$ cat src/rtl/mdio_bridge_pkg.sv
package mdio_bridge_pkg;
  localparam int FRAME_LEN   = 64;
  localparam int PRE_LEN     = 32;
  localparam int RD_FIRST    = 48;
  localparam int RELEASE_BIT = 46;
  localparam int CNT_W       = $clog2(FRAME_LEN + 1);
  localparam logic [4:0] PHY_ADDR = 5'd1;

  typedef enum logic [1:0] {
    OP_WRITE = 2'b01,
    OP_READ  = 2'b10
  } mdio_op_e;

  function automatic logic [FRAME_LEN-1:0] frame_bits(input logic wr, input logic [4:0] ra,
                                                       input logic [15:0] d);
    mdio_op_e op;
    op = wr ? OP_WRITE : OP_READ;
    return {{PRE_LEN{1'b1}}, 2'b01, op, PHY_ADDR, ra, (wr ? 2'b10 : 2'b00), (wr ? d : 16'h0)};
  endfunction

  function automatic logic [FRAME_LEN-1:0] drive_mask(input logic wr);
    return wr ? {FRAME_LEN{1'b1}}
              : {{RELEASE_BIT{1'b1}}, {(FRAME_LEN-RELEASE_BIT){1'b0}}};
  endfunction
endpackage

$ cat src/rtl/mdc_gen.sv
module mdc_gen #(
  parameter int HALF = 4
) (
  input  logic clk,
  input  logic rst,
  input  logic run,
  output logic mdc,
  output logic rise_tick,
  output logic fall_tick
);
  localparam int CW = (HALF > 1) ? $clog2(HALF) : 1;

  logic [CW-1:0] cnt;
  logic          tick;

  assign tick      = run && (cnt == CW'(HALF - 1));
  assign rise_tick = tick && !mdc;
  assign fall_tick = tick && mdc;

  always_ff @(posedge clk) begin
    if (rst || !run) begin
      cnt <= '0;
      mdc <= 1'b0;
    end else if (tick) begin
      cnt <= '0;
      mdc <= ~mdc;
    end else begin
      cnt <= cnt + CW'(1);
    end
  end
endmodule

$ cat src/rtl/mdio_frame_engine.sv
module mdio_frame_engine
  import mdio_bridge_pkg::*;
(
  input  logic        clk,
  input  logic        rst,
  input  logic        start,
  input  logic        is_wr,
  input  logic [4:0]  reg_num,
  input  logic [15:0] wr_data,
  input  logic        rise_tick,
  input  logic        fall_tick,
  input  logic        mdio_i,
  output logic        busy,
  output logic        finish,
  output logic [15:0] rd_data,
  output logic        mdio_o,
  output logic        mdio_oe
);
  logic [FRAME_LEN-1:0] out_sr;
  logic [FRAME_LEN-1:0] oe_sr;
  logic [CNT_W-1:0]     rise_cnt;
  logic                 wr_q;
  logic [15:0]          in_sr;

  assign finish  = busy && fall_tick && (rise_cnt == CNT_W'(FRAME_LEN));
  assign rd_data = in_sr;
  assign mdio_o  = out_sr[FRAME_LEN-1];
  assign mdio_oe = busy && oe_sr[FRAME_LEN-1];

  always_ff @(posedge clk) begin
    if (rst) begin
      busy     <= 1'b0;
      out_sr   <= '1;
      oe_sr    <= '0;
      rise_cnt <= '0;
      wr_q     <= 1'b0;
      in_sr    <= '0;
    end else if (start && !busy) begin
      busy     <= 1'b1;
      wr_q     <= is_wr;
      rise_cnt <= '0;
      out_sr   <= frame_bits(is_wr, reg_num, wr_data);
      oe_sr    <= drive_mask(is_wr);
    end else if (busy) begin
      if (rise_tick) begin
        rise_cnt <= rise_cnt + CNT_W'(1);
        if (!wr_q && rise_cnt >= CNT_W'(RD_FIRST))
          in_sr <= {in_sr[14:0], mdio_i};
      end
      if (fall_tick) begin
        if (rise_cnt == CNT_W'(FRAME_LEN)) begin
          busy <= 1'b0;
        end else begin
          out_sr <= {out_sr[FRAME_LEN-2:0], 1'b0};
          oe_sr  <= {oe_sr[FRAME_LEN-2:0], 1'b0};
        end
      end
    end
  end

  // once the turnaround bit is launched on a read, the pin stays released
  assert_read_release_R8: assert property (@(posedge clk) disable iff (rst)
    busy && !wr_q && rise_cnt >= CNT_W'(RELEASE_BIT + 1) |-> !mdio_oe);
endmodule

$ cat src/rtl/phy_mgmt_bridge.sv
module phy_mgmt_bridge
  import mdio_bridge_pkg::*;
#(
  parameter int              ADDR_W     = 8,
  parameter logic [ADDR_W-1:0] REG_OFFSET = 8'h60,
  parameter int              MDC_HALF   = 4
) (
  input  logic              clk,
  input  logic              rst,
  input  logic              reg_wr,
  input  logic [ADDR_W-1:0] reg_addr,
  input  logic [31:0]       reg_wdata,
  output logic [31:0]       reg_rdata,
  output logic              mdc,
  output logic              mdio_o,
  output logic              mdio_oe,
  input  logic              mdio_i,
  output logic              done
);
  logic        hit, start, busy, finish, rise_tick, fall_tick;
  logic [15:0] rd_data;
  logic [31:0] word_q;

  assign hit       = (reg_addr == REG_OFFSET);
  assign start     = reg_wr && hit && !busy;
  assign reg_rdata = hit ? word_q : 32'h0;

  mdc_gen #(.HALF(MDC_HALF)) u_div (
    .clk(clk), .rst(rst), .run(busy),
    .mdc(mdc), .rise_tick(rise_tick), .fall_tick(fall_tick)
  );

  mdio_frame_engine u_eng (
    .clk(clk), .rst(rst), .start(start), .is_wr(reg_wdata[31]),
    .reg_num(reg_wdata[20:16]), .wr_data(reg_wdata[15:0]),
    .rise_tick(rise_tick), .fall_tick(fall_tick), .mdio_i(mdio_i),
    .busy(busy), .finish(finish), .rd_data(rd_data),
    .mdio_o(mdio_o), .mdio_oe(mdio_oe)
  );

  always_ff @(posedge clk) begin
    if (rst) begin
      word_q <= '0;
      done   <= 1'b0;
    end else begin
      done <= finish;
      if (start) begin
        word_q <= {reg_wdata[31], 10'h0, reg_wdata[20:0]};
      end else if (finish) begin
        if (word_q[31]) begin
          word_q[31] <= 1'b0;
        end else begin
          word_q[31]   <= 1'b1;
          word_q[15:0] <= rd_data;
        end
      end
    end
  end

  assert_mdio_launch_low_R7: assert property (@(posedge clk) disable iff (rst)
    $changed(mdio_o) |-> !mdc);
  assert_busy_write_ignored_R9: assert property (@(posedge clk) disable iff (rst)
    busy && $past(busy) |-> $stable(word_q[20:16]));
  assert_write_flag_clears_R3: assert property (@(posedge clk) disable iff (rst)
    finish && word_q[31] |=> !word_q[31] && done);
  assert_read_flag_sets_R4: assert property (@(posedge clk) disable iff (rst)
    finish && !word_q[31] |=> word_q[31] && done);
  assert_done_single_R10: assert property (@(posedge clk) disable iff (rst)
    done |=> !done);
  assert_drive_only_busy_R8: assert property (@(posedge clk) disable iff (rst)
    mdio_oe |-> busy);
endmodule

$ cat config.mk
export PLATFORM = sky130hd
export DESIGN_NAME = phy_mgmt_bridge
export DESIGN_NICKNAME = d
export VERILOG_FILES = /design/src/rtl/mdio_bridge_pkg.sv /design/src/rtl/mdc_gen.sv /design/src/rtl/mdio_frame_engine.sv /design/src/rtl/phy_mgmt_bridge.sv
export SDC_FILE = /design/constraint.sdc
export NUM_CORES = 1
export LEC_CHECK = 0
export BUFFER_PORTS_ARGS = -buffer_cell sky130_fd_sc_hd__buf_4
export CORE_MARGIN = 5
export CORE_UTILIZATION = 52
export CTS_CLUSTER_DIAMETER = 40
export DETAILED_ROUTE_END_ITERATION = 10
export GPL_ROUTABILITY_DRIVEN = 0
export PLACE_DENSITY = 0.83
export SLEW_MARGIN = 20
export SYNTH_ARGS = -nofsm -noshare
export SYNTH_HDL_FRONTEND = slang
export SYNTH_SLANG_ARGS = --single-unit
$ cat constraint.sdc
create_clock -name clk -period 1.89 [get_ports clk]
set_input_delay 0.189 -clock clk [delete_from_list [all_inputs] [get_ports clk]]
set_output_delay 0.189 -clock clk [all_outputs]
set_load 0.03 [all_outputs]
Word-level counts from Yosys, hierarchy flattened --
Index checks and enable logic that the tools add are counted.
Word-level totals: flip-flop bits (word level) 179, output and inout port bits 36, bits of input ports 44, word-level logic and storage cells 71
Cells by class: bitwise gates (word level) 3, magnitude comparators 1, muxes and demuxes 23, reductions and logical operators 24, add/sub/neg operators 2, eq/ne operators 5
Operators with widths (count):
- two-way mux 64 bit | 4
- two-way mux 32 bit | 5
- two-way mux 16 bit | 4
- two-way mux 18 bit | 1
- logical AND 1 bit | 10
- equality test 8 x 7 -> 1 bit (second input constant) | 1
- adder 7 x 1 -> 7 bit (second input constant) | 1
- equality test 7 bit (second input constant) | 1
- greater-or-equal comparator 7 x 6 -> 1 bit (second input constant) | 1
- two-way mux 1 bit | 7
- AND reduction 3 bit | 2
- nonzero test 2 bit | 3
- two-way mux 2 bit | 2
- != test 2 x 1 -> 1 bit (second input constant) | 2
- AND reduction 2 bit | 2
- AND reduction 4 bit | 1
- OR reduction 2 bit | 2
- logical NOT 1 bit | 3
- NOT 1 bit | 3
- adder 2 x 1 -> 2 bit (second input constant) | 1
- equality test 2 bit (second input constant) | 1
- logical OR 1 bit | 1

Depth between registers and ports, before layout --
Gate-level depths: netlist of the first run.
word-level depth 7, gate-level depth with buffers 9, mapped depth without buffers 6

Cells and area by module --
Synthesis of the first run repeated with hierarchy kept, for this count alone.
Unflattened totals: cells, all modules 849, area, all modules 8102.8 um2
Modules (own cells, without submodules):
- mdio_frame_engine | sequential area each 3062.9 um2, instances 1, area an instance 6617.6 um2, cells each 690
- phy_mgmt_bridge | sequential area each 460.4 um2, instances 1, area an instance 1367.6 um2, cells each 147
- mdc_gen | sequential area each 60.1 um2, instances 1, area an instance 117.6 um2, cells each 12

Worst setup path before layout of the first run --
OpenSTA, ideal clock, no wires.
path kind reg2reg, from register u_eng.rise_cnt[2], to register word_q[10], period minus slack after synthesis 1.955 ns, buffers on the path 2, setup slack -0.065 ns, required time 1.771 ns, arrival time 1.836 ns, setup time 0.119 ns, stages on the path, launching flop included 6, cells stage by stage dfxtp_1 > or4b_4 > or4_4 > buf_6 > buf_8 > o221a_1
On the way: longest elaborated chain between the ends 4
RTL lines:
- start, declared | line mdio_frame_engine.sv:21 | logic [CNT_W-1:0] rise_cnt;
- start signal, assigned | line mdio_frame_engine.sv:46 | rise_cnt <= rise_cnt + CNT_W'(1);
- equality test 7 bit | line mdio_frame_engine.sv:25 | assign finish = busy && fall_tick && (rise_cnt == CNT_W'(FRAME_LEN));
- logical AND 1 bit | line mdio_frame_engine.sv:25
- nonzero test 2 bit (no line)
- AND reduction 2 bit (no line)
- end signal, assigned | line phy_mgmt_bridge.sv:48 | word_q <= {reg_wdata[31], 10'h0, reg_wdata[20:0]};
- end signal, assigned | line phy_mgmt_bridge.sv:54 | word_q[15:0] <= rd_data;
- end, declared | line phy_mgmt_bridge.sv:22 | logic [31:0] word_q;
Every way passes these cells. A chain may end at the register's enable or synchronous reset.

Worst setup path in the final report of the first run --
from register u_eng.rise_cnt[2], to register word_q[8]
The elaborated chain is that of the path after synthesis.

==> reports/metrics.cfg, run 1 <==
[run_status]
status=complete, but fails checks
violations=setup timing

[critical_path]
worstSetupStartpointType=flop
cp.arrival_ns=2.35
cp.required_ns=2.23
cp_max_fo=6
cp_slowest_cell=or4_4
critPathMaxStageDelay_ns=0.62
crit_family=simple AND/OR/NAND/NOR gates
end_kind=flop
cp_cell_sequence=or4b_4 -> or4_4 -> mux2i_1 -> a211oi_1
worst-path-buf-inv=0
setup.worst_path.class=flop to flop

[timing]
finalHoldViolations=0
max_freq_mhz=499
final.setup.tns_ns=-4.45
fin_crit_ns=2.00
relSlewSlack=0.596
clock_skew_ns=0.00780
worst_slew_pin_slew_ns=0.607
hold_ws_ns=0.00826
finalWorstSetupSlack_ns=-0.112
slew_viol_final=0
finalCritPeriodShare=1.06
setup_viol=118
rsz0062_at_grt=true

[clock_network]
tritoncts=done
numCtsBuffers=17
htreeDepth=4
clock_sinks=179
cts_buffer_depth=2
clkLatencyLatePin_ns=0.43
clk_pin_slew_ns=0.06
cts_root_buf=clkbuf_16

[synthesis]
synth_cell_types=44
async_flop_share=0
synthCells=788
ys.flop_type=dfxtp_1
synth_top_area_frac=0.517
synth.avg_cell_area_um2=8.80
yosys-top-cells-area=dfxtp_1 (52%), a21oi_1 (8.4%), nand2_1 (6.8%), a221o_1 (3.6%), mux2i_1 (3.3%)
netlist_area_um2=6930
synth-seq-cells=179
seq_area_frac_synth=0.517
ys_warn_count=0
yosysTopAreaCell=dfxtp_1
synth_edf_count=0

[floorplanning]
start_util=0.528
die_area_um2=15700
die_y_um=125
die_w_um=125
io_pins=80
row_count=42
core_um2=13100

[drt]
drt_wl_total_um=17300
vias_per_cell=5.69
drt_iter0_markers=646
dr.pass1.iters=5
wl_per_cell_um=16.4
vias=5975
drc_errors=0
ant_nets=0

[layout]
fillers=963
layout_commonest_cell=dfxtp_1
area_growth_pct=26.9
drive_above_1_share=0.200
final_util=0.670
final_cell_mix=dfxtp_1 (178), nand2_1 (126), a21oi_1 (103)
layout.nets=910
antenna_cells=0

[pwr]
peakVddDrop_mv=0.611
p_leak_nw=3.68
power_density_nw_per_um2=847
power.switching_mw=1.53
p_clk_frac=0.460
swShare=0.205
pwr-share-seq=0.507
combPwrFrac=0.032
internal-power_mw=5.93

[job]
cap_violations=0

[global_routing]
grt_pass1_wl_um=26500
grt_overflow=0
antenna_found_initial=0
grt_start_max_net_pins=54
track_usage=0.202
grt_pass1_vias=5484

[placed_design]
hpwl_um=9460
io_buffer_count=59
pre_cts_ws_ns=-0.107

[hold_path]
hp-class=primary input to flop

## power groups by stage
stage / registers, mW / clock network, mW / logic, mW
2_1_floorplan: 3.86 / 0 / 0.134
3_3_place_gp: 3.86 / 0 / 0.217
3_5_place_dp: 3.86 / 0 / 0.217
4_1_cts: 3.78 / 3.44 / 0.232
5_1_grt: 3.78 / 3.63 / 0.260
6_report: 3.78 / 3.43 / 0.241
## registers in the layout, indices dropped and copies added, names as in the netlist, 2 cells and up
register	flops
u_eng.oe_sr	64
u_eng.out_sr	64
word_q	22
u_eng.rd_data	16
u_eng.rise_cnt	7
u_div.cnt	2
## final timing paths
kind,endpoint,depth (start not counted),from,slack [ns]
setup reg to reg,word_q[8],4,u_eng.rise_cnt[2],-0.11
hold / removal,u_eng.out_sr[21],3,reg_wdata[19],0.008
hold reg to reg,u_div.cnt[0],1,u_div.cnt[0],0.45
setup / recovery,word_q[8],4,u_eng.rise_cnt[2],-0.11
## metrics by stage
stage	cell area (µm²)	cells	power, mW
floorplan	6980	797	4.00
global placement	7730	994	4.08
detailed placement	7730	994	4.08
CTS	8470	1040	7.46
global route	8800	1051	7.67
finish	8800	1051	7.45
## cell type report
class	count	area, µm²	area share
Sequential cell	179	3580	0.407
Multi-Input combinational cell	531	3160	0.359
Timing Repair Buffer	121	1220	0.139
Clock buffer	28	497	0.0564
Tap cell	176	220	0.0250
Clock inverter	3	68.8	0.00782
Inverter	13	48.8	0.00555
## worst reg2reg max path: stages (launching register included)
cell and delay [ns]:
dfxtp_2 0.32, or4b_4 0.60, or4_4 0.63, mux2i_1 0.16, a211oi_1 0.22
## cell usage after synthesis (2+ instances only)
cell type and n:
nand2b_1 2, mux2i_1 23, or2_2 2, xnor2_1 7, and3_1 24, inv_1 13, clkbuf_1 39, nor4b_2 2
a221o_1 25, nor2_1 52, and4_1 2, o221a_1 9, a21o_1 15, nor3_1 22, buf_1 8, buf_4 11
a21oi_1 116, a211oi_1 22, buf_2 17, nand3_1 46, nand2_1 126, ha_1 3, dfxtp_1 179, o21ai_0 3
## repair_timing
action | 4_1_cts | 5_1_grt
pin swaps | 13 | 4
gates cloned | 3 | 8
buffers inserted | 4 | 2
setup endpoints to repair | 57 | 108
hold buffers | 8 | 1
resized for setup | 6 | 31
hold endpoints to repair | 8 | 1
## cells by family (layout without fill, tap and decap cells)
| family | after synthesis | count (layout) | synth area share |
|---|---|---|---|
| AOI/OAI and AO/OA | 194 | 196 | 0.182 |
| xor gates and xnor gates | 7 | 7 | 0.00884 |
| adders and majority gates | 3 | 3 | 0.00541 |
| buffers and inverters | 91 | 165 | 0.0612 |
| DFF | 179 | 179 | 0.517 |
| muxes | 23 | 23 | 0.0332 |
| other | 1 | 10 | 0.000541 |
| and+or+nand+nor | 290 | 292 | 0.192 |
## routing by layer
layer,track usage,vias up,part of all wire
met4,0.0670,0,0.021
li1,-,2900,-
met1,0.253,2841,0.43
met2,0.335,205,0.49
met5,0,-,0
met3,0.0597,29,0.066
Power figures use the tool's default switching activity.
==> run 2: changes to the inputs <==
--- a/config.mk
+++ b/config.mk
@@ -11,6 +11,7 @@
 export CTS_CLUSTER_DIAMETER = 40
 export DETAILED_ROUTE_END_ITERATION = 10
 export GPL_ROUTABILITY_DRIVEN = 0
+export MAX_ROUTING_LAYER = met4
 export PLACE_DENSITY = 0.83
 export SLEW_MARGIN = 20
 export SYNTH_ARGS = -nofsm -noshare
==> reports/metrics.cfg, run 2 (synthesis gave the netlist of run 1 again) <==
[run_status]
status=complete, but fails checks
violations=setup timing

[clock_network]
tritoncts=done
clk_pin_slew_ns=0.06  ; about the same
cts_root_buf=clkbuf_16
clkLatencyLatePin_ns=0.42  ; about the same
cts_buffer_depth=2  ; unchanged
numCtsBuffers=17  ; unchanged
clock_sinks=179  ; unchanged
htreeDepth=4  ; unchanged

[critical_path]
cp.required_ns=2.23  ; about the same
end_kind=flop
setup.worst_path.class=flop to flop
cp_slowest_cell=or4_4
crit_family=simple AND/OR/NAND/NOR gates
worst-path-buf-inv=0  ; unchanged
critPathMaxStageDelay_ns=0.62  ; about the same
worstSetupStartpointType=flop
cp_cell_sequence=or4b_4 -> or4_4 -> mux2i_1 -> a211oi_1
cp_max_fo=6  ; unchanged
cp.arrival_ns=2.34  ; about the same

[floorplanning]
io_pins=80  ; unchanged
core_um2=13100  ; unchanged
die_w_um=125  ; unchanged
die_area_um2=15700  ; unchanged
start_util=0.528  ; unchanged
die_y_um=125  ; unchanged
row_count=42  ; unchanged

[pwr]
power_density_nw_per_um2=852  ; +0.54%
peakVddDrop_mv=0.604  ; -1.1%
power_mw=7.45  ; about the same
p_leak_nw=3.67  ; -0.41%

[drt]
drc_errors=0  ; unchanged
vias=5950  ; -0.42%
wl_met3_um=949  ; -17%
ant_nets=0  ; unchanged
top_layer=met4
wl_met2_um=8260  ; -2.0%
vias_per_cell=5.68  ; -0.13%
wl_met1_um=7450  ; +1.4%
drt_wl_total_um=17100  ; -1.2%
dr.pass1.iters=5  ; unchanged
wl_per_cell_um=16.3  ; -0.91%
drt_iter0_markers=647  ; +0.15%

[timing]
finalHoldViolations=0  ; unchanged
clock_skew_ns=0.00868  ; +0.000889 ns
fin_crit_ns=2.00  ; -0.00103 ns
finalWorstSetupSlack_ns=-0.111  ; +0.00104 ns
finalCritPeriodShare=1.06  ; about the same
slew_viol_final=0  ; unchanged
setup_viol=120  ; +1.7%
relSlewSlack=0.577  ; -0.0183
max_freq_mhz=500  ; about the same
worst_slew_pin_slew_ns=0.634  ; +0.0275 ns
rsz0062_at_grt=true

[layout]
antenna_cells=0  ; unchanged
layout_commonest_cell=dfxtp_1
reg_top3=u_eng.oe_sr: 64 flops, u_eng.out_sr: 64 flops, word_q: 22 flops
final_cells=1048  ; -0.29%
final_cell_mix=dfxtp_1 (178), nand2_1 (126), a21oi_1 (104)
final_util=0.666  ; -0.00372
drive_above_1_share=0.197  ; -0.00275
fin_area_um2=8750  ; -0.55%
area_growth_pct=26.2
layout.nets=907  ; -0.33%

[global_routing]
grt_start_max_net_pins=54  ; unchanged
track_usage=0.208  ; +0.00539
antenna_found_initial=0  ; unchanged
grt_pass1_wl_um=26500  ; unchanged
grt_overflow=0  ; unchanged
grt_pass1_vias=5467  ; -0.31%

[hold_path]
hp-class=primary input to flop

[placed_design]
dp_cells=994  ; unchanged
io_buffer_count=59  ; unchanged
placed_area_um2=7730  ; unchanged
hpwl_um=9460  ; unchanged

[job]
cap_violations=0  ; unchanged

-- run 2: changes by cell type in the layout (fill, tap and decap cells not counted) --
cell,delta
a21oi_1,+1
a21oi_2,-1
and3_2,+1
and3_4,-1
buf_6,-1
dlygate4sd3_1,-1
nand2b_2,+1
nand2b_4,-1
o21a_4,-1
-- run 2: what timing repair did --
action | in CTS | in global routing
pin swaps | 13 | 3
cloned | 3 | 7
hold buffers | 8 | 0
resized for setup | 6 | 26
hold endpoints to repair | 8 | 0
setup endpoints to repair | 57 | 108
setup buffers | 4 | 1
-- run 2: through the flow --
step	hold slack, ns	setup WS (ns)	setup TNS [ns]
2_1_floorplan	0.328	-0.0649	-0.584
3_3_place_gp	0.417	-0.0861	-1.24
3_5_place_dp	0.435	-0.107	-2.44
4_1_cts	0.00209	-0.0879	-0.593
5_1_grt	0.00407	-0.165	-9.86
6_report	0.0148	-0.111	-3.81
-- run 2: worst paths after layout --
| kind | startpoint | endpoint | slack, ns | cells past startpoint |
|---|---|---|---|---|
| worst max-delay path | u_eng.rise_cnt[4] | word_q[8] | -0.11 | 4 |
| worst min-delay path | reg_wdata[2] | u_eng.out_sr[2] | 0.01 | 2 |
| worst max register to register | u_eng.rise_cnt[4] | word_q[8] | -0.11 | 4 |
| worst min register to register | u_div.cnt[0] | u_div.cnt[0] | 0.44 | 1 |
-- run 2: power by group --
group	leakage [nW]	internal, mW	switching [mW]
registers	1.44	3.78	0.00306
clock network	0.273	2.05	1.38
logic	1.95	0.0953	0.143
total	3.67	5.93	1.53
-- run 2: final cells by class --
type,instances,area (µm²)
multi-input cells,530,3130
well taps,176,220
clock buffers,28,497
repair buffers,119,1200
inverters,13,48.8
clock inverters,3,68.8
flip-flops and latches,179,3580
fillers,969,4390
-- run 2: routing by layer --
| metal | global-route usage | up-vias |
|---|---|---|
| li1 | - | 2886 |
| met1 | 0.253 | 2835 |
| met2 | 0.335 | 191 |
| met3 | 0.0456 | 38 |
| met4 | 0.0823 | 0 |
| met5 | - | - |
==> run 3: changes to the inputs <==
--- a/config.mk
+++ b/config.mk
@@ -5,6 +5,7 @@
 export SDC_FILE = /design/constraint.sdc
 export NUM_CORES = 1
 export LEC_CHECK = 0
+export ABC_AREA = 1
 export BUFFER_PORTS_ARGS = -buffer_cell sky130_fd_sc_hd__buf_4
 export CORE_MARGIN = 5
 export CORE_UTILIZATION = 52
@@ -13,7 +14,6 @@
 export GPL_ROUTABILITY_DRIVEN = 0
 export MAX_ROUTING_LAYER = met4
 export PLACE_DENSITY = 0.83
-export SLEW_MARGIN = 20
 export SYNTH_ARGS = -nofsm -noshare
 export SYNTH_HDL_FRONTEND = slang
 export SYNTH_SLANG_ARGS = --single-unit
==> reports/metrics.cfg, run 3 <==
[timing]
clock_skew_ns=0.0111  ; +0.00243 ns
max_freq_mhz=579  ; +16%
finalCritPeriodShare=0.913  ; -0.146
setup_viol=0  ; -100%
slew_viol_final=0  ; unchanged
final.setup.tns_ns=0  ; +3.81 ns
fin_crit_ns=1.73  ; -0.275 ns
finalHoldViolations=0  ; unchanged

[drt]
dr.pass1.iters=5  ; unchanged
vias_per_cell=5.14  ; -9.4%
drt_iter0_markers=590  ; -8.8%
wl_per_cell_um=12.6  ; -23%
drt_wl_total_um=15300  ; -10%
vias=6252  ; +5.1%
ant_nets=0  ; unchanged
drc_errors=0  ; unchanged

[floorplanning]
io_pins=80  ; unchanged
die_y_um=128  ; +1.7%
die_w_um=128  ; +1.7%
start_util=0.525  ; -0.00314
row_count=43  ; +2.4%
die_area_um2=16300  ; +3.5%
core_um2=13700  ; +4.4%

[synthesis]
ys.flop_type=dfxtp_1
synthCells=977  ; +24%
synth.avg_cell_area_um2=7.37  ; -16%
ys_warn_count=0  ; unchanged
synth_xor_area_frac=0.00365  ; -0.00519
seq_area_frac_synth=0.498  ; -0.0190
synth_top_family_by_area=simple AND/OR/NAND/NOR gates
synth-simple-area-share=0.273  ; +0.0804
synth_compound_area_frac=0.120  ; -0.0618
async_flop_share=0  ; unchanged
yosysTopAreaCell=dfxtp_1
netlist_area_um2=7200  ; +3.8%
synth_edf_count=0  ; unchanged
synth_top_area_frac=0.498  ; -0.0190
synth_common_cells=nand2_1 (230), dfxtp_1 (179), nor2_1 (140)
synthMuxAreaShare=0  ; -0.0332
synth-seq-cells=179  ; unchanged
synth_cell_types=32  ; -27%
synthAdderAreaFrac=0.00522  ; -0.000199
synthMostInstantiatedCell=nand2_1
yosys-top-cells-area=dfxtp_1 (50%), nand2_1 (12%), o21ai_0 (8.3%), nor2_1 (7.3%), inv_1 (4.1%)

[global_routing]
grt_pass1_wl_um=25600  ; -3.3%
antenna_found_initial=0  ; unchanged
grt_overflow=0  ; unchanged
track_usage=0.196  ; -0.0112
grt_pass1_vias=5629  ; +3.0%
grt_start_max_net_pins=71  ; +31%

[layout]
layout_commonest_cell=nand2_1
reg_top3=u_eng.oe_sr: 64 flops, u_eng.out_sr: 64 flops, word_q: 22 flops
antenna_cells=0  ; unchanged
final_cells=1216  ; +16%
layout.nets=1070  ; +18%
drive_above_1_share=0.125  ; -0.0727
final_cell_mix=nand2_1 (230), dfxtp_1 (179), nor2_1 (140)
area_growth_pct=17.6

[placed_design]
hpwl_um=9280  ; -2.0%
io_buffer_count=59  ; unchanged
dp_cells=1172  ; +18%

[pwr]
power_density_nw_per_um2=909  ; +6.7%
power_mw=7.69  ; +3.2%
p_leak_nw=3.84  ; +4.7%
peakVddDrop_mv=0.652  ; +7.9%

[clock_network]
clock_sinks=179  ; unchanged
htreeDepth=4  ; unchanged
clkLatencyLatePin_ns=0.44  ; +0.02 ns
cts_root_buf=clkbuf_16
cts_buffer_depth=2  ; unchanged
clk_pin_slew_ns=0.07  ; about the same
numCtsBuffers=17  ; unchanged
tritoncts=done

[run_status]
status=completed

[critical_path]
cp_cell_sequence=nor2_4 -> nand3_2 -> buf_12 -> nand2_1 -> clkinv_2 -> nand3_1
cp_slowest_cell=dfxtp_1
worstSetupStartpointType=flop
cp.arrival_ns=2.08  ; -0.26 ns
crit_family=simple AND/OR/NAND/NOR gates
setup.worst_path.class=flop to flop
critPathMaxStageDelay_ns=0.39  ; -0.23 ns
cp.required_ns=2.25  ; +0.02 ns
worst-path-buf-inv=2  ; +2
cp_max_fo=37  ; +31
end_kind=flop

[job]
cap_violations=0  ; unchanged

[hold_path]
hp-class=primary input to flop

==> run 3: routing by layer <==
| metal | up-vias | routed length, µm | track usage |
|---|---|---|---|
| li1 | 3176 | - | - |
| met1 | 2870 | 7180 | 0.257 |
| met2 | 161 | 6840 | 0.291 |
| met3 | 45 | 777 | 0.0431 |
| met4 | 0 | 482 | 0.0930 |
| met5 | - | 0 | - |
==> run 3: cell families after synthesis <==
| logic type | Yosys count |
|---|---|
| compound gates | 170 |
| xor+xnor | 3 |
| fa+ha+maj | 3 |
| buf+inv | 155 |
| flops | 179 |
| other cells | 1 |
| simple gates | 466 |
==> run 3: area by class of cell <==
cell class | count | area (µm²)
Timing Repair Buffer | 90 | 788
Sequential cell | 179 | 3580
Fill cell | 1160 | 5260
Clock buffer | 19 | 453
Clock inverter | 13 | 173
Inverter | 83 | 315
Tap cell | 180 | 225
Multi-Input combinational cell | 652 | 2930
==> run 3: where the power goes <==
group          switching [mW]  internal [mW]
logic                   0.138         0.0887
registers             0.00252           3.78
clock network            1.51           2.17
total                    1.66           6.04
==> run 3: path summary, 6_finish.rpt <==
check                           slack [ns]          from               end  cells past startpoint
worst max-delay path                  0.16    u_eng.busy  u_eng.out_sr[34]                      6
worst min-delay path                  0.01  reg_wdata[6]   u_eng.out_sr[6]                      3
worst max register to register        0.16    u_eng.busy  u_eng.out_sr[34]                      6
worst min register to register        0.44  u_div.cnt[0]      u_div.cnt[0]                      1
==> run 3: worst reg2reg max path, cell delays in order (launching register included) <==
cell and delay [ns]:
dfxtp_1 0.39, nor2_4 0.15, nand3_2 0.14, buf_12 0.21
nand2_1 0.13, clkinv_2 0.38, nand3_1 0.24
==> run 3: through the flow <==
stage	utilization	area [µm²]	setup slack, ns	hold slack (ns)
finish	0.617	8460	0.164	0.0115
global route	0.617	8460	-0.0115	0.00865
CTS	0.615	8440	0.107	0.00361
detailed placement	0.561	7700	0.142	0.424
global placement	0.561	7700	0.177	0.415
floorplan	-	7230	0.301	0.319
==> run 3: repair_timing <==
item                                    CTS  global route
hold buffers                             12             0
hold endpoints to repair                 12             0
gates resized for setup                   0             6
setup buffers                             0             0
endpoints found under the setup margin    0            53
